[src/rtl/cru_pkg.sv]
package cru_pkg;

  localparam int OP_W = 8;
  localparam logic [OP_W-1:0] RET_ALWAYS = 8'hC9;

  // micro-states of the return sequencer
  typedef enum logic [2:0] {
    S_IDLE  = 3'd0,
    S_PASS  = 3'd1,  // condition false: explicit no-write hand-back
    S_RQ_LO = 3'd2,
    S_WT_LO = 3'd3,
    S_RQ_HI = 3'd4,
    S_WT_HI = 3'd5,
    S_LOAD  = 3'd6
  } seq_state_e;

  // externally visible phase
  localparam logic [1:0] PH_IDLE     = 2'd0;
  localparam logic [1:0] PH_POP      = 2'd1;
  localparam logic [1:0] PH_HANDBACK = 2'd2;

endpackage

[src/rtl/cru_cond_eval.sv]
module cru_cond_eval
  import cru_pkg::*;
(
  input  logic [OP_W-1:0] op_byte,
  input  logic            flag_s,
  input  logic            flag_z,
  input  logic            flag_pv,
  input  logic            flag_c,
  output logic            is_ret,
  output logic            take
);

  localparam int NCOND = 8;

  logic [3:0]       flag_vec;
  logic [NCOND-1:0] cc_hit;
  logic [NCOND-1:0] cc_true;
  logic             uncond;

  // index by condition bits [2:1]: 0 zero, 1 carry, 2 parity/overflow, 3 sign
  assign flag_vec = {flag_s, flag_pv, flag_c, flag_z};
  assign uncond   = (op_byte == RET_ALWAYS);

  for (genvar i = 0; i < NCOND; i++) begin : g_cc
    localparam logic [2:0] CC = 3'(i);
    assign cc_hit[i]  = (op_byte == {2'b11, CC, 3'b000});
    assign cc_true[i] = (flag_vec[CC[2:1]] == CC[0]);
  end

  assign is_ret = uncond | (|cc_hit);
  assign take   = uncond | (|(cc_hit & cc_true));

  // the unconditional opcode is always recognised and always taken
  always_comb begin
    if (uncond) begin
      a_r4_uncond_taken: assert (take && is_ret);
    end
  end

  // at most one condition code can match one byte
  always_comb begin
    a_r2_single_cc: assert ($countones(cc_hit) <= 1);
  end

endmodule

[src/rtl/cru_pop_fsm.sv]
module cru_pop_fsm
  import cru_pkg::*;
(
  input  logic       clk,
  input  logic       rst_n,
  input  logic       op_fire,
  input  logic       take,
  input  logic       rd_ready,
  input  logic       rd_rvalid,
  output logic       idle,
  output logic       rd_valid,
  output logic       hi_sel,
  output logic       cap_lo,
  output logic       cap_hi,
  output logic       load,
  output logic       done,
  output logic [1:0] phase
);

  seq_state_e state_q, state_d;

  always_comb begin
    state_d = state_q;
    unique case (state_q)
      S_IDLE:  if (op_fire) state_d = take ? S_RQ_LO : S_PASS;
      S_PASS:  state_d = S_IDLE;
      S_RQ_LO: if (rd_ready) state_d = S_WT_LO;
      S_WT_LO: if (rd_rvalid) state_d = S_RQ_HI;
      S_RQ_HI: if (rd_ready) state_d = S_WT_HI;
      S_WT_HI: if (rd_rvalid) state_d = S_LOAD;
      S_LOAD:  state_d = S_IDLE;
      default: state_d = S_IDLE;
    endcase
  end

  always_ff @(posedge clk or negedge rst_n) begin
    if (!rst_n) state_q <= S_IDLE;
    else        state_q <= state_d;
  end

  assign idle     = (state_q == S_IDLE);
  assign rd_valid = (state_q == S_RQ_LO) || (state_q == S_RQ_HI);
  assign hi_sel   = (state_q == S_RQ_HI);
  assign cap_lo   = (state_q == S_WT_LO) && rd_rvalid;
  assign cap_hi   = (state_q == S_WT_HI) && rd_rvalid;
  assign load     = (state_q == S_LOAD);
  assign done     = (state_q == S_PASS) || (state_q == S_LOAD);

  always_comb begin
    unique case (state_q)
      S_IDLE:                    phase = PH_IDLE;
      S_PASS, S_LOAD:            phase = PH_HANDBACK;
      default:                   phase = PH_POP;
    endcase
  end

  // a hand-back lasts one cycle
  a_r7_done_single: assert property (@(posedge clk) disable iff (!rst_n)
    done |=> !done);

  // the high-byte request always follows a completed low-byte read
  a_r3_lo_before_hi: assert property (@(posedge clk) disable iff (!rst_n)
    cap_lo |=> hi_sel);

endmodule

[src/rtl/cru_addr_path.sv]
module cru_addr_path #(
  parameter int DATA_W = 8
) (
  input  logic                clk,
  input  logic                rst_n,
  input  logic                latch_sp,
  input  logic [2*DATA_W-1:0] sp_in,
  input  logic                hi_sel,
  input  logic                cap_lo,
  input  logic                cap_hi,
  input  logic [DATA_W-1:0]   rd_rdata,
  output logic [2*DATA_W-1:0] rd_addr,
  output logic [2*DATA_W-1:0] pc_out,
  output logic [2*DATA_W-1:0] sp_out
);

  localparam int AW = 2 * DATA_W;
  localparam logic [AW-1:0] ONE = AW'(1);
  localparam logic [AW-1:0] TWO = AW'(2);

  logic [AW-1:0]     sp_q;
  logic [DATA_W-1:0] lo_q;
  logic [DATA_W-1:0] hi_q;

  always_ff @(posedge clk or negedge rst_n) begin
    if (!rst_n) begin
      sp_q <= '0;
      lo_q <= '0;
      hi_q <= '0;
    end else begin
      if (latch_sp) sp_q <= sp_in;
      if (cap_lo)   lo_q <= rd_rdata;
      if (cap_hi)   hi_q <= rd_rdata;
    end
  end

  assign rd_addr = hi_sel ? (sp_q + ONE) : sp_q;
  assign pc_out  = {hi_q, lo_q};
  assign sp_out  = sp_q + TWO;

  // the low byte is never captured twice before the high byte
  a_r3_no_double_lo: assert property (@(posedge clk) disable iff (!rst_n)
    cap_lo |=> !cap_lo);

endmodule

[src/rtl/cond_return_unit.sv]
module cond_return_unit
  import cru_pkg::*;
#(
  parameter int DATA_W = 8
) (
  input  logic                clk,
  input  logic                rst_n,
  input  logic                op_valid,
  output logic                op_ready,
  input  logic [7:0]          op_byte,
  input  logic                flag_s,
  input  logic                flag_z,
  input  logic                flag_pv,
  input  logic                flag_c,
  input  logic [2*DATA_W-1:0] sp_in,
  output logic                rd_valid,
  input  logic                rd_ready,
  output logic [2*DATA_W-1:0] rd_addr,
  input  logic                rd_rvalid,
  input  logic [DATA_W-1:0]   rd_rdata,
  output logic                pc_we,
  output logic [2*DATA_W-1:0] pc_out,
  output logic                sp_we,
  output logic [2*DATA_W-1:0] sp_out,
  output logic                done,
  output logic [1:0]          phase_o
);

  logic is_ret, take, idle, op_fire;
  logic hi_sel, cap_lo, cap_hi, load;

  cru_cond_eval u_cond (
    .op_byte (op_byte),
    .flag_s  (flag_s),
    .flag_z  (flag_z),
    .flag_pv (flag_pv),
    .flag_c  (flag_c),
    .is_ret  (is_ret),
    .take    (take)
  );

  assign op_ready = idle && is_ret;
  assign op_fire  = op_valid && op_ready;

  cru_pop_fsm u_fsm (
    .clk       (clk),
    .rst_n     (rst_n),
    .op_fire   (op_fire),
    .take      (take),
    .rd_ready  (rd_ready),
    .rd_rvalid (rd_rvalid),
    .idle      (idle),
    .rd_valid  (rd_valid),
    .hi_sel    (hi_sel),
    .cap_lo    (cap_lo),
    .cap_hi    (cap_hi),
    .load      (load),
    .done      (done),
    .phase     (phase_o)
  );

  cru_addr_path #(.DATA_W(DATA_W)) u_addr (
    .clk      (clk),
    .rst_n    (rst_n),
    .latch_sp (op_fire),
    .sp_in    (sp_in),
    .hi_sel   (hi_sel),
    .cap_lo   (cap_lo),
    .cap_hi   (cap_hi),
    .rd_rdata (rd_rdata),
    .rd_addr  (rd_addr),
    .pc_out   (pc_out),
    .sp_out   (sp_out)
  );

  // both architectural writes fire only in the load step of a taken return
  assign pc_we = load;
  assign sp_we = load;

  // acceptance only from idle
  a_r1_ready_idle: assert property (@(posedge clk) disable iff (!rst_n)
    op_ready |-> (phase_o == PH_IDLE));

  // failed condition hands back next cycle without touching anything
  a_r5_pass_no_write: assert property (@(posedge clk) disable iff (!rst_n)
    (op_fire && !take) |=> (done && !pc_we && !sp_we && !rd_valid));

  // after hand-back the unit is idle again
  a_r6_back_to_idle: assert property (@(posedge clk) disable iff (!rst_n)
    done |=> (phase_o == PH_IDLE));

  // a stalled request holds
  a_r8_req_hold: assert property (@(posedge clk) disable iff (!rst_n)
    (rd_valid && !rd_ready) |=> (rd_valid && $stable(rd_addr)));

  // hand-back phase and done coincide
  a_r9_phase_done: assert property (@(posedge clk) disable iff (!rst_n)
    (phase_o == PH_HANDBACK) |-> done);

endmodule

[config.mk]
export PLATFORM = sky130hd
export DESIGN_NAME = cond_return_unit
export DESIGN_NICKNAME = d
export VERILOG_FILES = /design/src/rtl/cru_pkg.sv /design/src/rtl/cru_cond_eval.sv /design/src/rtl/cru_pop_fsm.sv /design/src/rtl/cru_addr_path.sv /design/src/rtl/cond_return_unit.sv
export SDC_FILE = /design/constraint.sdc
export NUM_CORES = 1
export LEC_CHECK = 0
export CAP_MARGIN = 20
export CORE_MARGIN = 10
export CORE_UTILIZATION = 45
export CTS_CLUSTER_DIAMETER = 200
export DETAILED_ROUTE_END_ITERATION = 6
export HOLD_SLACK_MARGIN = 0.03
export PLACE_DENSITY = 0.85
export SYNTH_ARGS = -nofsm -noshare
export SYNTH_HDL_FRONTEND = slang
export SYNTH_SLANG_ARGS = --single-unit
export TNS_END_PERCENT = 5
[constraint.sdc]
create_clock -name clk -period 3.3 [get_ports clk]
set_clock_uncertainty 0.1 [all_clocks]
set_input_delay 0.66 -clock clk [delete_from_list [all_inputs] [get_ports clk]]
set_output_delay 0.66 -clock clk [all_outputs]
set_load 0.01 [all_outputs]
==> results of run 1 <==
worst max-delay path: cells and delay by family (launching register included):
kind | cells | cell delay [ns]
AND/OR/NAND/NOR | 3 | 0.75
buffers and inverters | 1 | 0.56
flip-flops | 1 | 0.42
adder cells (fa/ha/maj) | 1 | 0.22
XOR/XNOR | 1 | 0.17
cell families after synthesis:
logic type / count (synthesis) / share of synthesized area
and+or+nand+nor: 69 / 0.198
DFF: 35 / 0.397
muxes: 34 / 0.189
xor gates and xnor gates: 29 / 0.115
AOI/OAI and AO/OA: 15 / 0.0487
buffers and inverters: 15 / 0.0414
adders and majority gates: 2 / 0.0113
per-stage QoR:
step                cell area (um^2)  std cells  power, uW
CTS                             3290        362       2500
finish                          3300        362       2470
detailed placement              3200        354       2170
global placement                3200        354       2140
global route                    3300        362       2630
floorplan                       2210        199       1440
power by group through the flow:
| stage | Combinational, uW | Sequential (uW) | Clock, uW |
|---|---|---|---|
| after global placement | 1350 | 789 | 0 |
| after CTS | 1380 | 798 | 325 |
| after floorplan | 646 | 794 | 0 |
| after global routing | 1470 | 826 | 339 |
| final | 1360 | 798 | 314 |
| after detailed placement | 1370 | 802 | 0 |
area by class of cell:
class	instances	area (um^2)
Fill cell	406	1450
Multi-Input combinational cell	149	1250
Timing Repair Buffer	100	983
Sequential cell	35	876
Tap cell	67	83.8
Clock buffer	5	68.8
Clock inverter	3	23.8
Inverter	3	11.3
metal layers:
metal | up-vias | routed length, um | GRT usage
met4 | 0 | 29 | 0.0279
met2 | 76 | 2710 | 0.236
met5 | - | 0 | 0
met1 | 856 | 2440 | 0.156
li1 | 884 | - | -
met3 | 4 | 678 | 0.0756
registers in the layout (all words and copies together), names as in the netlist:
| name | count |
|---|---|
| u_addr.hi_q | 8 |
| u_fsm.state_q | 3 |
| u_addr.sp_q | 16 |
| u_addr.lo_q | 8 |
final timing paths:
| kind | depth (start not counted) | slack (ns) | to |
|---|---|---|---|
| max in group asynchronous | 1 | 2.26 | u_addr.lo_q[4] |
| max | 6 | 0.14 | rd_addr[12] |
| min in group clk | 1 | 0.41 | u_addr.hi_q[2] |
| min reg2reg | 1 | 0.41 | u_addr.hi_q[2] |
| min | 1 | 0.35 | u_addr.lo_q[5] |
| max reg2reg | 3 | 1.39 | u_addr.sp_q[7] |
cell usage in the layout, fill, tap and decap left out, types with 2 or more instances in the layout:
cell type,n
mux2_1,3
nor3_1,2
clkbuf_8,5
a21o_1,2
clkinvlp_4,2
xor2_1,16
and2_1,3
ha_1,2
nand4_1,2
mux2i_1,2
nand2b_1,2
o311a_1,2
dfrtp_1,35
nor3_2,5
nor4_1,2
nor3b_1,2
xnor2_1,13
o21ai_0,4
nand3_1,8
mux2_2,19
clkdlybuf4s50_1,94
nand2_1,16
nor2_1,12
buf_4,5
mux2_4,10
and3_1,2
inv_1,3
timing repair:
action                                  4_1_cts  5_1_grt
endpoints found under the setup margin        0        6
resized for setup                             0        3
endpoints found under the hold margin         0        0
==> results.sh, run 1 <==
export IMPL_outcome="finished clean"
export IMPL_portBuffers=95
export IMPL_setup_tns_ns=0
export IMPL_cp_slowest_cell="clkdlybuf4s50_1"
export IMPL_post_route_util=0.694
export IMPL_leakage_uw=0.00144
export IMPL_cts_tree="built"
export IMPL_grt_antenna_before_repair=0
export IMPL_grt_start_max_net_pins=36
export IMPL_routed_wirelength_mm=5.86
export IMPL_peakVddDrop_uv=417
export IMPL_vias_per_cell=5.03
export IMPL_fin_nets=337
export IMPL_synthArstFlopShare=1.00
export IMPL_hp_class="in2async"
export IMPL_synth_top_area_cell="dfrtp_1"
export IMPL_dieWidth_um=90.1
export IMPL_worst_slew_pin_slew_ns=0.773
export IMPL_preCtsSetupSlack_ns=0.198
export IMPL_yosys_register_bits=35
export IMPL_pwr_share_comb=0.550
export IMPL_antenna_left=0
export IMPL_area_growth_pct=49.5
export IMPL_pin_count=96
export IMPL_syn_area_um2=2210
export IMPL_p_switching_uw=878
export IMPL_hpwl_mm=4.69
export IMPL_slew_headroom=0.485
export IMPL_grt_util_all_layers=0.141
export IMPL_synth_distinct_cells=46
export IMPL_startpoint="u_addr.sp_q[1]"
export IMPL_grt_pass1_wl_mm=9.68
export IMPL_hold_slack_ns=0.351
export IMPL_post_cts_buffers=0
export IMPL_p_int_uw=1590
export IMPL_initial_core_util=0.464
export IMPL_drv_slew=0
export IMPL_synth_area_leaders="dfrtp_1, mux2_2, mux2_4"
export IMPL_period_minus_slack_ns=3.16
export IMPL_wl_per_cell_um=16.2
export IMPL_vias=1820
export IMPL_grt_pass1_vias=1961
export IMPL_ys_top_cells_by_count="dfrtp_1, mux2_2, nand2_1, xor2_1"
export IMPL_synth_edf_count=0
export IMPL_cts_sinks=35
export IMPL_path_max_fanout=5
export IMPL_htreeDepth=2
export IMPL_worstSetupPathType="reg2out"
export IMPL_finalWorstSetupSlack_ns=0.144
export IMPL_finalHoldViolCount=0
export IMPL_fin_crit_sh=0.956
export IMPL_seq_area_frac_synth=0.397
export IMPL_setup_viol=0
export IMPL_p_per_area_nw_per_um2=748
export IMPL_required_ns=2.54
export IMPL_end_kind="primary output"
export IMPL_drt_initial_drc_count=40
export IMPL_synth_avg_cell_area_um2=11.1
export IMPL_cts_clk_slew_worst_paths_ns=0.08
export IMPL_drc_errors=0
export IMPL_diodes=0
export IMPL_first_pass_iters=4
export IMPL_pwr_share_seq=0.323
export IMPL_synthFlopType="dfrtp_1"
export IMPL_gp_congestion=0.904
export IMPL_die_area_um2=8110
export IMPL_synth_top_area_frac=0.397
export IMPL_synth_most_common_cell="dfrtp_1"
export IMPL_cts_buffer_depth=2
export IMPL_syn_instance_count=199
export IMPL_sw_frac_of_total=0.356
export IMPL_clk_latency_ns=0.27
export IMPL_chipHeight_um=90.1
export IMPL_row_count=25
export IMPL_synth_warnings=0
export IMPL_cp_slowest_stage_delay_ns=0.56
export IMPL_r2r_start="u_fsm.state_q[2]"
export IMPL_maxCapViolCount=0
export IMPL_grt_overflow=0
export IMPL_drive_gt1_frac=0.193
export IMPL_startpoint_type="flip-flop"
export IMPL_clkPwrFrac=0.127
export IMPL_core_um2=4750
export IMPL_cts_buffers=5
export IMPL_fmax_ghz=0.317
export IMPL_root_buffer="clkbuf_8"
export IMPL_hold_buffers=0
export IMPL_synth_nets=242
export IMPL_path_cells="ha_1 > nand4bb_4 > or3_4 > nor3_2 > xor2_1 > clkdlybuf4s50_1"
export IMPL_grt_setup_unrepaired="no"
export IMPL_cp_arrival_ns=2.40
Note: power is estimated with default switching activity, not from simulation.
==> inputs of run 2 (changes only) <==
Settings changed: CORE_MARGIN 10 to 5.
==> run 2 against run 1 <==
Effect of this change: maximum frequency barely moved; first-iteration DRC count rose by 53%; die area fell by 21%; global-route usage rose by 2.6 points; via count fell by 1.2%; sequential power rose by 2%; routed wire length fell by 11%; final area fell by 0.61%; power fell by 1.2%; utilization fell by 0.42 points; setup slack improved by 0.0022 ns; non-clock buffer count fell by 2; critical path type unchanged; critical endpoint is now rd_addr[13].
==> results.sh, run 2 (synthesized netlist as in run 1, its figures left out) <==
export IMPL_routed_wirelength_mm=5.21
export IMPL_wl_per_cell_um=14.5
export IMPL_antenna_left=0
export IMPL_pwr_share_seq=0.332
export IMPL_hpwl_mm=4.13
export IMPL_grt_overflow=0
export IMPL_hp_class="in2async"
export IMPL_row_count=25
export IMPL_drc_errors=0
export IMPL_setup_viol=0
export IMPL_worst_slew_pin_slew_ns=0.780
export IMPL_leakage_uw=0.00143
export IMPL_clkPwrFrac=0.130
export IMPL_cts_buffer_depth=2
export IMPL_core_um2=4750
export IMPL_chipHeight_um=80.1
export IMPL_cts_buffers=5
export IMPL_cts_sinks=35
export IMPL_grt_util_all_layers=0.167
export IMPL_slew_headroom=0.480
export IMPL_maxCapViolCount=0
export IMPL_initial_core_util=0.464
export IMPL_fin_nets=335
export IMPL_fmax_ghz=0.317
export IMPL_p_per_area_nw_per_um2=744
export IMPL_cts_tree="built"
export IMPL_startpoint_type="flip-flop"
export IMPL_drive_gt1_frac=0.188
export IMPL_first_pass_iters=4
export IMPL_layout_common_cells="clkdlybuf4s50_1, dfrtp_1, mux2_2"
export IMPL_drv_slew=0
export IMPL_grt_pass1_wl_mm=8.40
export IMPL_final_cells=360
export IMPL_pin_count=96
export IMPL_pwr_share_comb=0.538
export IMPL_vias=1798
export IMPL_placed_cells=352
export IMPL_cts_clk_slew_worst_paths_ns=0.08
export IMPL_period_minus_slack_ns=3.15
export IMPL_top_regs="u_addr.sp_q (16), u_addr.hi_q (8), u_addr.lo_q (8)"
export IMPL_die_area_um2=6410
export IMPL_htreeDepth=2
export IMPL_largest_reg_flops=16
export IMPL_grt_setup_unrepaired="yes"
export IMPL_path_max_fanout=10
export IMPL_cp_arrival_ns=2.39
export IMPL_fin_area_um2=3280
export IMPL_area_growth_pct=48.6
export IMPL_end_kind="primary output"
export IMPL_largest_register="u_addr.sp_q"
export IMPL_portBuffers=95
export IMPL_p_switching_uw=857
export IMPL_final_common_cell="clkdlybuf4s50_1"
export IMPL_root_buffer="clkbuf_8"
export IMPL_gp_congestion=0.810
export IMPL_diodes=0
export IMPL_dpl_cell_area_um2=3180
export IMPL_p_int_uw=1580
export IMPL_worstSetupPathType="reg2out"
export IMPL_post_cts_buffers=0
export IMPL_grt_pass1_vias=1796
export IMPL_clk_latency_ns=0.28
export IMPL_fin_crit_sh=0.956
export IMPL_finalHoldViolCount=0
export IMPL_grt_antenna_before_repair=0
export IMPL_peakVddDrop_uv=499
export IMPL_power_total_uw=2440
export IMPL_hold_buffers=0
export IMPL_grt_start_max_net_pins=36
export IMPL_dieWidth_um=80.1
export IMPL_drt_initial_drc_count=61
export IMPL_required_ns=2.54
export IMPL_outcome="finished clean"
export IMPL_vias_per_cell=4.99
export IMPL_sw_frac_of_total=0.351
run 2: changes by cell type in the layout (fill, tap and decap cells not counted):
| cell | change |
|---|---|
| buf_4 | -2 |
| dfrtp_1 | -2 |
| dfrtp_2 | +2 |
| nor2_1 | +1 |
| nor2_2 | -1 |
| nor3_1 | +1 |
| nor3_2 | -1 |
run 2: what timing repair did:
item / CTS / global route
resized for setup: 1 / 2
hold endpoints to repair: 0 / 0
endpoints found under the setup margin: 1 / 4
pin swaps: 0 / 0
run 2: per-stage QoR:
stage               hold slack (ns)  TNS [ns]  setup WS (ns)   util
floorplan                     0.264         0          0.881      -
global placement              0.373         0          0.232  0.669
detailed placement            0.386         0          0.181  0.669
CTS                           0.377         0         0.0595  0.689
global route                  0.408   -0.0281        -0.0281  0.690
finish                        0.345         0          0.146  0.690
run 2: final cells by class:
cell class                      count  area (um^2)
Clock buffer                        5         68.8
Clock inverter                      3         23.8
Fill cell                         384         1470
Inverter                            3         11.3
Multi-Input combinational cell    149         1250
Sequential cell                    35          878
Tap cell                           67         83.8
Timing Repair Buffer               98          968
run 2: per-layer routing:
layer,GRT usage,vias up,wire length [um]
met1,0.209,833,2240
met2,0.267,77,2340
met4,0.0338,0,50
li1,-,881,-
met5,0,-,0
met3,0.0751,7,577
run 2: worst max-delay path: stages, from the launching register on:
cell	delay, ns
dfrtp_1	0.48
nand4bb_1	0.40
nor4b_2	0.39
nand3_1	0.14
xnor2_1	0.16
clkdlybuf4s50_1	0.55
run 2: path summary, 6_finish.rpt:
check	from	end	slack, ns	cells after the start
max	u_fsm.state_q[1]	rd_addr[13]	0.15	5
min	rst_n	u_addr.sp_q[7]	0.35	1
max reg2reg	u_fsm.state_q[2]	u_addr.sp_q[5]	1.46	3
min reg2reg	u_addr.hi_q[1]	u_addr.hi_q[1]	0.40	1
max in group asynchronous	rst_n	u_fsm.state_q[2]	2.20	1
min in group clk	u_addr.hi_q[1]	u_addr.hi_q[1]	0.40	1
run 2: power by group through the flow:
stage | combinational [uW] | clock, uW | sequential (uW)
detailed placement | 1330 | 0 | 812
floorplan | 646 | 0 | 794
global route | 1420 | 353 | 841
finish | 1310 | 318 | 810
CTS | 1330 | 330 | 805
global placement | 1310 | 0 | 800
